`src/rtl/cd_pkg.sv`:
```
`timescale 1ns/1ps
package cd_pkg;
  localparam int unsigned NUM_PORTS = 2;

  typedef enum logic [1:0] {
    ACC_IDLE  = 2'd0,
    ACC_READ  = 2'd1,
    ACC_WRITE = 2'd2
  } acc_kind_e;
endpackage

```
`src/rtl/cd_access_reg.sv`:
```
`timescale 1ns/1ps
module cd_access_reg
  import cd_pkg::*;
#(
  parameter int unsigned ADDR_W = 17
) (
  input  logic              clk_i,
  input  logic              rst_ni,
  input  logic              en_i,
  input  logic              wr_i,
  input  logic [ADDR_W-1:0] addr_i,
  output acc_kind_e         kind_o,
  output logic [ADDR_W-1:0] addr_o
);
  acc_kind_e kind_d;

  always_comb begin
    if (!en_i)     kind_d = ACC_IDLE;
    else if (wr_i) kind_d = ACC_WRITE;
    else           kind_d = ACC_READ;
  end

  always_ff @(posedge clk_i or negedge rst_ni) begin
    if (!rst_ni) begin
      kind_o <= ACC_IDLE;
      addr_o <= '0;
    end else begin
      kind_o <= kind_d;
      addr_o <= addr_i;
    end
  end
endmodule

```
`src/rtl/cd_classify.sv`:
```
`timescale 1ns/1ps
module cd_classify
  import cd_pkg::*;
#(
  parameter int unsigned ADDR_W = 17
) (
  input  acc_kind_e             kind_a_i,
  input  logic [ADDR_W-1:0]     addr_a_i,
  input  acc_kind_e             kind_b_i,
  input  logic [ADDR_W-1:0]     addr_b_i,
  output logic [NUM_PORTS-1:0]  hit_o
);
  logic overlap;

  assign overlap = (kind_a_i != ACC_IDLE) && (kind_b_i != ACC_IDLE) &&
                   (addr_a_i == addr_b_i);

  // A port's data is suspect only when the opposite port writes.
  assign hit_o[0] = overlap && (kind_b_i == ACC_WRITE);
  assign hit_o[1] = overlap && (kind_a_i == ACC_WRITE);
endmodule

```
`src/rtl/cd_alert_pipe.sv`:
```
`timescale 1ns/1ps
module cd_alert_pipe (
  input  logic clk_i,
  input  logic rst_ni,
  input  logic hit_i,
  output logic pend_o,
  output logic col_no
);
  always_ff @(posedge clk_i or negedge rst_ni) begin
    if (!rst_ni) begin
      pend_o <= 1'b0;
      col_no <= 1'b1;
    end else begin
      // a hit right after a flagged one is dropped
      pend_o <= hit_i & ~pend_o;
      col_no <= ~pend_o;
    end
  end

  assert_self_clear_R7: assert property (@(posedge clk_i) disable iff (!rst_ni)
    !col_no |=> col_no);

  assert_latency_R6: assert property (@(posedge clk_i) disable iff (!rst_ni)
    pend_o |=> !col_no);

  assert_no_early_R6: assert property (@(posedge clk_i) disable iff (!rst_ni)
    !pend_o |=> col_no);
endmodule

```
`src/rtl/dp_collision_det.sv`:
```
`timescale 1ns/1ps
module dp_collision_det
  import cd_pkg::*;
#(
  parameter int unsigned ADDR_W = 17
) (
  input  logic              clk_i,
  input  logic              rst_ni,
  input  logic              en_a_i,
  input  logic              wr_a_i,
  input  logic [ADDR_W-1:0] addr_a_i,
  input  logic              en_b_i,
  input  logic              wr_b_i,
  input  logic [ADDR_W-1:0] addr_b_i,
  output logic              col_a_no,
  output logic              col_b_no
);
  logic [NUM_PORTS-1:0]  en_v, wr_v, hit, pend, col_n;
  logic [ADDR_W-1:0]     addr_in [NUM_PORTS];
  logic [ADDR_W-1:0]     addr_q  [NUM_PORTS];
  acc_kind_e             kind_q  [NUM_PORTS];

  assign en_v       = {en_b_i, en_a_i};
  assign wr_v       = {wr_b_i, wr_a_i};
  assign addr_in[0] = addr_a_i;
  assign addr_in[1] = addr_b_i;

  for (genvar p = 0; p < NUM_PORTS; p++) begin : g_port
    cd_access_reg #(.ADDR_W(ADDR_W)) i_acc (
      .clk_i  (clk_i),
      .rst_ni (rst_ni),
      .en_i   (en_v[p]),
      .wr_i   (wr_v[p]),
      .addr_i (addr_in[p]),
      .kind_o (kind_q[p]),
      .addr_o (addr_q[p])
    );

    cd_alert_pipe i_pipe (
      .clk_i  (clk_i),
      .rst_ni (rst_ni),
      .hit_i  (hit[p]),
      .pend_o (pend[p]),
      .col_no (col_n[p])
    );
  end

  cd_classify #(.ADDR_W(ADDR_W)) i_cls (
    .kind_a_i (kind_q[0]),
    .addr_a_i (addr_q[0]),
    .kind_b_i (kind_q[1]),
    .addr_b_i (addr_q[1]),
    .hit_o    (hit)
  );

  assign col_a_no = col_n[0];
  assign col_b_no = col_n[1];

  logic same_q;
  assign same_q = (addr_q[0] == addr_q[1]);

  assert_rd_rd_quiet_R2: assert property (@(posedge clk_i) disable iff (!rst_ni)
    (kind_q[0] == ACC_READ && kind_q[1] == ACC_READ && same_q) |=> (pend == '0));

  assert_writer_quiet_R3: assert property (@(posedge clk_i) disable iff (!rst_ni)
    (kind_q[0] == ACC_WRITE && kind_q[1] == ACC_READ && same_q) |=> !pend[0]);

  assert_both_wr_R4: assert property (@(posedge clk_i) disable iff (!rst_ni)
    (kind_q[0] == ACC_WRITE && kind_q[1] == ACC_WRITE && same_q && pend == '0)
      |=> (pend == '1));

  assert_idle_quiet_R5: assert property (@(posedge clk_i) disable iff (!rst_ni)
    (kind_q[0] == ACC_IDLE || kind_q[1] == ACC_IDLE) |=> (pend == '0));
endmodule

```
`config.mk`:
```
export PLATFORM = sky130hd
export DESIGN_NAME = dp_collision_det
export DESIGN_NICKNAME = d
export VERILOG_FILES = /design/src/rtl/cd_pkg.sv /design/src/rtl/cd_access_reg.sv /design/src/rtl/cd_classify.sv /design/src/rtl/cd_alert_pipe.sv /design/src/rtl/dp_collision_det.sv
export SDC_FILE = /design/constraint.sdc
export NUM_CORES = 1
export LEC_CHECK = 0
export BUFFER_PORTS_ARGS = -buffer_cell sky130_fd_sc_hd__buf_2
export CAP_MARGIN = 20
export CORE_MARGIN = 2
export CORE_UTILIZATION = 52
export DETAILED_ROUTE_END_ITERATION = 12
export PLACE_DENSITY_LB_ADDON = 0.08
export SYNTH_ARGS = -nofsm -noshare
export SYNTH_HDL_FRONTEND = slang
export SYNTH_HIERARCHICAL = 1
export SYNTH_SLANG_ARGS = --single-unit
```
`constraint.sdc`:
```
create_clock -name clk_i -period 3.9 [get_ports clk_i]
set_input_delay 0.195 -clock clk_i [delete_from_list [all_inputs] [get_ports clk_i]]
set_output_delay 0.195 -clock clk_i [all_outputs]
set_load 0.01 [all_outputs]
```
==> results of run 1 <==
[routing by layer]
| layer | global-route usage, % | wire, um | vias to the layer above |
|---|---|---|---|
| met1 | 21.68 | 949 | 412 |
| met5 | 0 | 0 | - |
| met3 | 6.284 | 122 | 4 |
| met4 | 10.00 | 33 | 0 |
| met2 | 39.76 | 1541 | 29 |
| li1 | - | - | 411 |
[placed cells by master (no fill, tap or decap)]
cell / synthesis / layout
xor2_1: 8 / 8
and2b_2: 2 / 2
xnor2_1: 8 / 8
nor2b_1: 2 / 2
or4_4: 1 / 1
nand2_1: 1 / 1
o22ai_1: 1 / 1
dfstp_2: 2 / 2
dlygate4sd3_1: 0 / 35
xor2_2: 1 / 1
clkbuf_8: 0 / 1
and2_2: 2 / 2
buf_2: 0 / 41
bufinv_16: 0 / 1
nand4_1: 2 / 2
dfrtp_1: 40 / 40
inv_1: 4 / 4
clkbuf_1: 0 / 1
clkbuf_4: 0 / 5
nor4_1: 4 / 4
[worst max path at each step]
stage | start | cells after the start | to | slack [ns]
after floorplan | g_port[1].i_acc/addr_o[0] | 5 | g_port[0].i_pipe/pend_o | 2.43
after global placement | g_port[1].i_acc/addr_o[10] | 5 | g_port[1].i_pipe/pend_o | 2.35
after detailed placement | g_port[1].i_acc/addr_o[10] | 5 | g_port[0].i_pipe/pend_o | 2.19
after CTS | g_port[1].i_acc/addr_o[10] | 5 | g_port[0].i_pipe/pend_o | 2.16
after global routing | g_port[1].i_acc/addr_o[10] | 5 | g_port[0].i_pipe/pend_o | 2.08
final | g_port[1].i_acc/addr_o[10] | 5 | g_port[0].i_pipe/pend_o | 2.19
[registers in the layout (all words and copies together) (netlist names)]
register              cells
g_port.i_acc/addr_o      34
g_port.i_acc/kind_o       4
g_port.i_pipe/col_no      2
g_port.i_pipe/pend_o      2
[cells by family after synthesis]
group,Yosys count,share of synthesized area (%)
and+or+nand+nor,14,7.344
buffers and inverters,4,1.130
AOI/OAI and AO/OA,1,0.4711
DFF,42,79.28
xor gates and xnor gates,17,11.77
[timing repair]
item,4_1_cts,5_1_grt
gates resized for setup,0,0
endpoints found under the hold margin,74,0
setup buffers,0,0
hold buffers,35,0
[layout make-up]
| cell class | count | area [um2] | area share (%) |
|---|---|---|---|
| multi-input combinational | 32 | 260.3 | 12.97 |
| clock buffer | 7 | 55.05 | 2.743 |
| tap | 30 | 37.54 | 1.870 |
| timing repair buffer | 76 | 555.5 | 27.68 |
| sequential | 42 | 1054 | 52.49 |
| inverter | 4 | 15.01 | 0.7481 |
| clock inverter | 1 | 30.03 | 1.496 |
[through the flow]
| stage | power, uW | cell area [um2] | hold WS (ns) | utilization, % | setup WS, ns |
|---|---|---|---|---|---|
| 6_report | 821.5 | 2007 | 0.09481 | 81.75 | 2.189 |
| 5_1_grt | 859.2 | 2007 | 0.06784 | 81.75 | 2.082 |
| 4_1_cts | 821.2 | 2007 | 0.08648 | 81.75 | 2.161 |
| 3_5_place_dp | 520.0 | 1572 | 0.3043 | 64.02 | 2.194 |
| 3_3_place_gp | 517.3 | 1572 | 0.3022 | 64.02 | 2.349 |
| 2_1_floorplan | 488.8 | 1329 | -0.1006 | - | 2.431 |
[power breakdown]
part / leakage, uW / switching [uW] / internal, uW / total (uW)
logic: 0.000396 / 26.1 / 48.7 / 74.8
registers: 0.000497 / 9.70 / 455 / 465
clock network: 0.0000455 / 128 / 153 / 282
total: 0.000938 / 164 / 657 / 822
==> run summary, run 1 <==
status: completed
top post-synthesis cells by area: dfrtp_1 75%, xnor2_1 5.3%, xor2_1 5.3%
leak pwr: 0.0009384 uW
vias in the first global route: 948
first-pass GRT wire length: 4008 um
HP Class: in2reg
total wire length: 2646 um
worst r2r src: g_port[1].i_acc/addr_o[10]
Synth Cell Area: 0.001329 mm2
Slew Limit Fails: 0
max_cap viols: 0
# diodes: 0
gr usage total: 21.40%
die area: 0.002976 mm2
hold path depth: 2
Core Area: 0.002455 mm2
initial antenna violation count: 0
top-count cell post-synth: dfrtp_1
fin crit period: 1.711 ns
final period utilization: 43.87%
GPL Wtd Cong: 0.6685
DRT Pass-1 Iters: 3
Worst-path clk slew: 0.11 ns
unrepaired setup endpoints after global routing: no
share of cells above drive strength 1: 34.57%
Antenna Nets Post-Route: 0
DR vias: 856
area delta synth->final: 51.04%
clock root buffer: clkbuf_4
Pwr Density: 409.3 mW/mm2
Die Wd: 54.55 um
global route total overflow: 0
CTS tree: built
nature of the critical path endpoint: register
IO Pins: 42
clock sink count: 42
Detailed Place HPWL: 1372 um
critical path's top delay family: simple AND/OR/NAND/NOR gates
fin cells: 192
Critical Path Slowest Stage Cell: or4_4
Post-synth ARST share: 100.0%
FF+latch count, synth: 42
CP startpoint kind: register
synth unique cells: 14
prevailing post-synth register cell: dfrtp_1
# nets final: 201
FF-to-FF End: g_port[0].i_pipe/pend_o
Worst R2R Setup Slack: 2.19 ns
critical path class: reg2reg
CP max stage delay: 0.49 ns
setup_tns: 0 ns
TritonCTS buffer count: 5
DR iter-0 viols: 8
PortBufs: 41
Routed WL per cell: 13.78 um
via/cell ratio: 4.458
clock skew: 0.01175 ns
Final setup viols: 0
Starting Density: 54.13%
hold_sp: en_b_i
Rows: 18
worst reg-to-reg path cell count: 5
Yosys top cell area share: 75.33%
CP max FO: 2
maximum number of pins on one net before global-route repair: 43
Crit path required time: 4.17 ns
Post-synth top cells: 40 x dfrtp_1, 8 x xnor2_1, 8 x xor2_1
CP arrival: 1.98 ns
H-tree depth: 2
worst-path cell chain: xnor2_1 -> nand4_1 -> or4_4 -> nor4_1 -> nor2b_1
CP Buf/Inv Count: 0
Gate Count Post-Synth: 78
residual DRC count: 0
largest area contributor in the netlist: dfrtp_1
worst-skew pair later-pin latency: 0.33 ns
Slew Limit Headroom: 42.35%
number of flops mapped to enable cells by yosys: 0
Slew @ Worst Pin: 0.8647 ns
net count after synthesis: 118
Warnings, synthesis: 6
peak supply drop: 0.4489 mV
Hold Violations, Final: 0
Die Y: 54.55 um
clk buf depth: 2
number of fill cells in the layout: 137
Mapped Avg Cell Area: 17.04 um2
maximum clock rate: 0.5845 GHz
Hold Crit Endpoint: g_port[1].i_acc/kind_o[0]
sequential area share after synthesis: 79.28%
placed instance count: 149
Power figures use the tool's default switching activity.
==> run 2: changes to the inputs <==
- CORE_UTILIZATION: 52 -> 48
- clock period: 3.9 -> 1.8 ns (I/O delays scaled with it)
==> run summary, run 2 (same netlist as run 1, synthesis figures left out) <==
nature of the critical path endpoint: register
final period utilization: 88.24%
commonest non-fill, non-tap cell in the layout: buf_2
clk buf depth: 2
Detailed Place HPWL: 1299 um
status: completed
Die Wd: 56.62 um
Rows: 19
DR iter-0 viols: 2
GPL Wtd Cong: 0.7018
setup_tns: 0 ns
residual DRC count: 0
Starting Density: 49.46%
vias in the first global route: 991
DRT Pass-1 Iters: 2
PortBufs: 41
Hold Violations, Final: 0
Die Y: 56.62 um
cts hold-fix bufs: 39
initial antenna violation count: 0
max_cap viols: 0
Clock power frac: 28.1%
CP max FO: 2
CP startpoint kind: register
Final setup viols: 0
Internal: 1291 uW
Slew Limit Headroom: 42.69%
CP arrival: 1.86 ns
maximum number of pins on one net before global-route repair: 43
most frequent cells in the layout: 41 x buf_2, 40 x dfrtp_1, 39 x dlygate4sd3_1
Slew @ Worst Pin: 0.8596 ns
Top reg by flops: g_port.i_acc/addr_o
number of cells upsized or downsized after cts: 0
number of fill cells in the layout: 170
part of the power in combinational logic: 10.2%
area delta synth->final: 52.17%
leak pwr: 0.0009449 uW
maximum clock rate: 0.6296 GHz
top flop regs: g_port.i_acc/addr_o (34), g_port.i_acc/kind_o (4)
# nets final: 205
H-tree depth: 2
worst r2r src: g_port[1].i_acc/addr_o[0]
DR vias: 879
HP Class: in2reg
critical path class: reg2reg
Pwr Density: 807.7 mW/mm2
first-pass GRT wire length: 4195 um
Worst R2R Setup Slack: 0.21 ns
placed instance count: 150
Sw Share: 20.98%
Routed WL per cell: 12.44 um
peak supply drop: 0.7097 mV
Tot Pwr: 1633 uW
Core Area: 0.002686 mm2
fin crit period: 1.588 ns
number of flip-flops in the largest register: 34
crit path launch: g_port[1].i_acc/addr_o[0]
share of cells above drive strength 1: 33.13%
Antenna Nets Post-Route: 0
Worst-path clk slew: 0.11 ns
Slew Limit Fails: 0
via/cell ratio: 4.462
setup bufs post-CTS: 0
global route total overflow: 0
Crit path required time: 2.07 ns
# diodes: 0
worst-skew pair later-pin latency: 0.33 ns
total wire length: 2450 um
IO Pins: 42
Sequential Power Share: 61.7%
NetSw: 342.6 uW
clock sink count: 42
hold_sp: wr_a_i
die area: 0.003205 mm2
clock root buffer: clkbuf_4
gr usage total: 18.47%
Core Util, Final: 75.27%
unrepaired setup endpoints after global routing: no
fin cells: 197
CTS tree: built
clock skew: 0.004634 ns
TritonCTS buffer count: 5
-- run 2: cell types whose count changed in the layout (fill, tap and decap cells not counted) --
cell and delta:
bufinv_16 -1, clkbuf_1 +1, dlygate4sd3_1 +4
-- run 2: metal layers --
layer / vias to the layer above / wire length (um) / GRT usage, %
met5: - / 0 / 0
met4: 0 / 24 / 7.143
met3: 4 / 140 / 7.834
met2: 32 / 1341 / 32.39
met1: 423 / 944 / 19.43
li1: 420 / - / -
-- run 2: power by group through the flow --
stage | sequential, uW | clock (uW) | combinational [uW]
after floorplan | 1020 | 0 | 36.7
after global placement | 1020 | 0 | 97.5
after detailed placement | 1030 | 0 | 100
after CTS | 1010 | 476 | 165
after global routing | 1010 | 532 | 184
final | 1010 | 460 | 166
-- run 2: final timing paths --
kind,cells after the start,to
worst max-delay path,5,g_port[0].i_pipe/pend_o
worst min-delay path,2,g_port[0].i_acc/kind_o[0]
worst max register to register,5,g_port[0].i_pipe/pend_o
worst min register to register,1,g_port[1].i_pipe/col_no
max in group asynchronous,2,g_port[0].i_pipe/pend_o
min in group asynchronous,2,g_port[0].i_acc/addr_o[1]
-- run 2: worst max-delay path: stages, from the launching register on --
cell and delay [ns]:
dfrtp_1 0.39, xnor2_1 0.17, nand4_1 0.11, or4_4 0.49
nor4_1 0.22, nor2b_1 0.15
-- run 2: per-stage QoR --
stage | setup WS (ns) | hold WS, ns | area, um2
6_report | 0.2118 | 0.05765 | 2022
5_1_grt | 0.06450 | 0.02632 | 2022
2_1_floorplan | 0.3306 | -0.2056 | 1329
4_1_cts | 0.1972 | 0.04087 | 2022
3_3_place_gp | 0.2789 | 0.1976 | 1573
3_5_place_dp | 0.2404 | 0.1993 | 1573
-- run 2: layout make-up --
class | instances | area (um2) | share of cell area, %
clock buffer | 8 | 58.81 | 2.908
inverter | 4 | 15.01 | 0.7426
multi-input combinational | 32 | 260.3 | 12.87
sequential | 42 | 1054 | 52.10
tap | 31 | 38.79 | 1.918
timing repair buffer | 80 | 595.6 | 29.46
==> run 3: changes to the inputs <==
- CELL_PAD_IN_SITES_DETAIL_PLACEMENT: not set -> 0
- CELL_PAD_IN_SITES_GLOBAL_PLACEMENT: not set -> 2
- CORE_UTILIZATION: 48 -> 33
- RECOVER_POWER: not set -> 50
==> run summary, run 3 (same netlist as run 1, synthesis figures left out) <==
area delta synth->final: 53.20%
nature of the critical path endpoint: register
clock skew: 0.005173 ns
HP Class: in2reg
final period utilization: 88.19%
clock sink count: 42
number of flip-flops in the largest register: 34
CP arrival: 1.81 ns
Antenna Nets Post-Route: 0
commonest non-fill, non-tap cell in the layout: dfrtp_1
placed cell area: 0.001597 mm2
fin crit period: 1.587 ns
Slew Limit Headroom: 36.44%
Starting Density: 33.70%
# nets final: 201
Worst-path clk slew: 0.07 ns
residual DRC count: 0
total wire length: 1935 um
global route total overflow: 0
design area: 0.002036 mm2
Rows: 23
fin cells: 212
GPL Wtd Cong: 0.6375
# diodes: 0
maximum clock rate: 0.6300 GHz
H-tree depth: 2
unrepaired setup endpoints after global routing: no
Routed WL per cell: 9.127 um
setup_tns: 0 ns
WHS: 0.03844 ns
gr usage total: 10.47%
Critical Path Slowest Stage Cell: or4_4
setup bufs post-CTS: 0
top flop regs: g_port.i_acc/addr_o (34), g_port.i_acc/kind_o (4)
Pwr Density: 859.9 mW/mm2
leak pwr: 0.0009391 uW
die area: 0.004550 mm2
Top reg by flops: g_port.i_acc/addr_o
maximum number of pins on one net before global-route repair: 43
CP max stage delay: 0.49 ns
number of cells upsized or downsized after cts: 0
initial antenna violation count: 0
met2 wire len: 1030 um
critical path class: reg2reg
clock root buffer: clkbuf_8
DR vias: 826
DR iter-0 viols: 8
most frequent cells in the layout: 40 x dfrtp_1, 38 x buf_2, 35 x dlygate4sd3_1
Slew Limit Fails: 0
share of cells above drive strength 1: 33.33%
Core Util, Final: 51.63%
TritonCTS buffer count: 5
Crit path required time: 2.02 ns
max_cap viols: 0
CTS tree: built
Die Wd: 67.46 um
critical path's top delay family: simple AND/OR/NAND/NOR gates
Hold Violations, Final: 0
Slew @ Worst Pin: 0.9534 ns
worst-skew pair later-pin latency: 0.28 ns
hold_sp: en_a_i
CP Buf/Inv Count: 0
Die Y: 67.46 um
PortBufs: 41
Core Area: 0.003943 mm2
via/cell ratio: 3.896
Highest Signal Layer: met4
CP startpoint kind: register
cts hold-fix bufs: 35
Final setup viols: 0
vias in the first global route: 859
status: completed
peak supply drop: 0.4841 mV
worst r2r src: g_port[1].i_acc/addr_o[10]
IO Pins: 42
crit path launch: g_port[1].i_acc/addr_o[10]
Met3 Routed Length: 124 um
CP max FO: 2
clk buf depth: 2
worst-path cell chain: xnor2_1 -> nand4_1 -> or4_4 -> nor4_1 -> nor2b_1
DRT met1 WL: 766 um
first-pass GRT wire length: 3346 um
placed instance count: 169
DRT Pass-1 Iters: 3
[run 3: changes by cell type in the layout (fill, tap and decap cells not counted), sizes merged]
cell         change
dlygate4sd3      -4
clkbuf           +2
buf              -3
clkinv           +1
[run 3: final cells by class]
cell class,instances,area (um2)
inverter,4,15.01
sequential,42,1054
clock buffer,7,86.33
timing repair buffer,76,553.0
clock inverter,1,5.005
fill,344,1907
multi-input combinational,32,260.3
tap,50,62.56
[run 3: routing by layer]
metal  GRT usage [%]  up-vias
met3           5.500        2
met2           18.07       26
met1           10.45      386
met4           4.592        0
li1                -      412
met5               0        -
[run 3: through the flow]
| stage | total power (uW) | setup slack (ns) |
|---|---|---|
| 4_1_cts | 1788 | 0.1924 |
| 5_1_grt | 1865 | 0.08459 |
| 3_5_place_dp | 1126 | 0.2224 |
| 2_1_floorplan | 1059 | 0.3306 |
| 3_3_place_gp | 1124 | 0.2276 |
| 6_report | 1751 | 0.2126 |
[run 3: worst reg2reg max path: stages (launching register included)]
cell and delay [ns]:
dfrtp_1 0.38, xnor2_1 0.19, nand4_1 0.11, or4_4 0.49, nor4_1 0.21, nor2b_1 0.15
[run 3: power breakdown]
part           internal [uW]  switching [uW]  leakage, uW
registers                987            18.8     0.000497
logic                    105            50.2     0.000394
clock network            309             281    0.0000482
total                   1400             350     0.000939
[run 3: path summary, 6_finish.rpt]
kind	endpoint	slack, ns	cells after the start
setup reg to reg	g_port[0].i_pipe/pend_o	0.21	5
min in group asynchronous	g_port[1].i_pipe/pend_o	0.49	2
setup / recovery	g_port[0].i_pipe/pend_o	0.21	5
hold reg to reg	g_port[0].i_pipe/col_no	0.38	1
hold / removal	g_port[0].i_acc/kind_o[1]	0.04	2
max in group asynchronous	g_port[0].i_acc/addr_o[13]	0.72	2
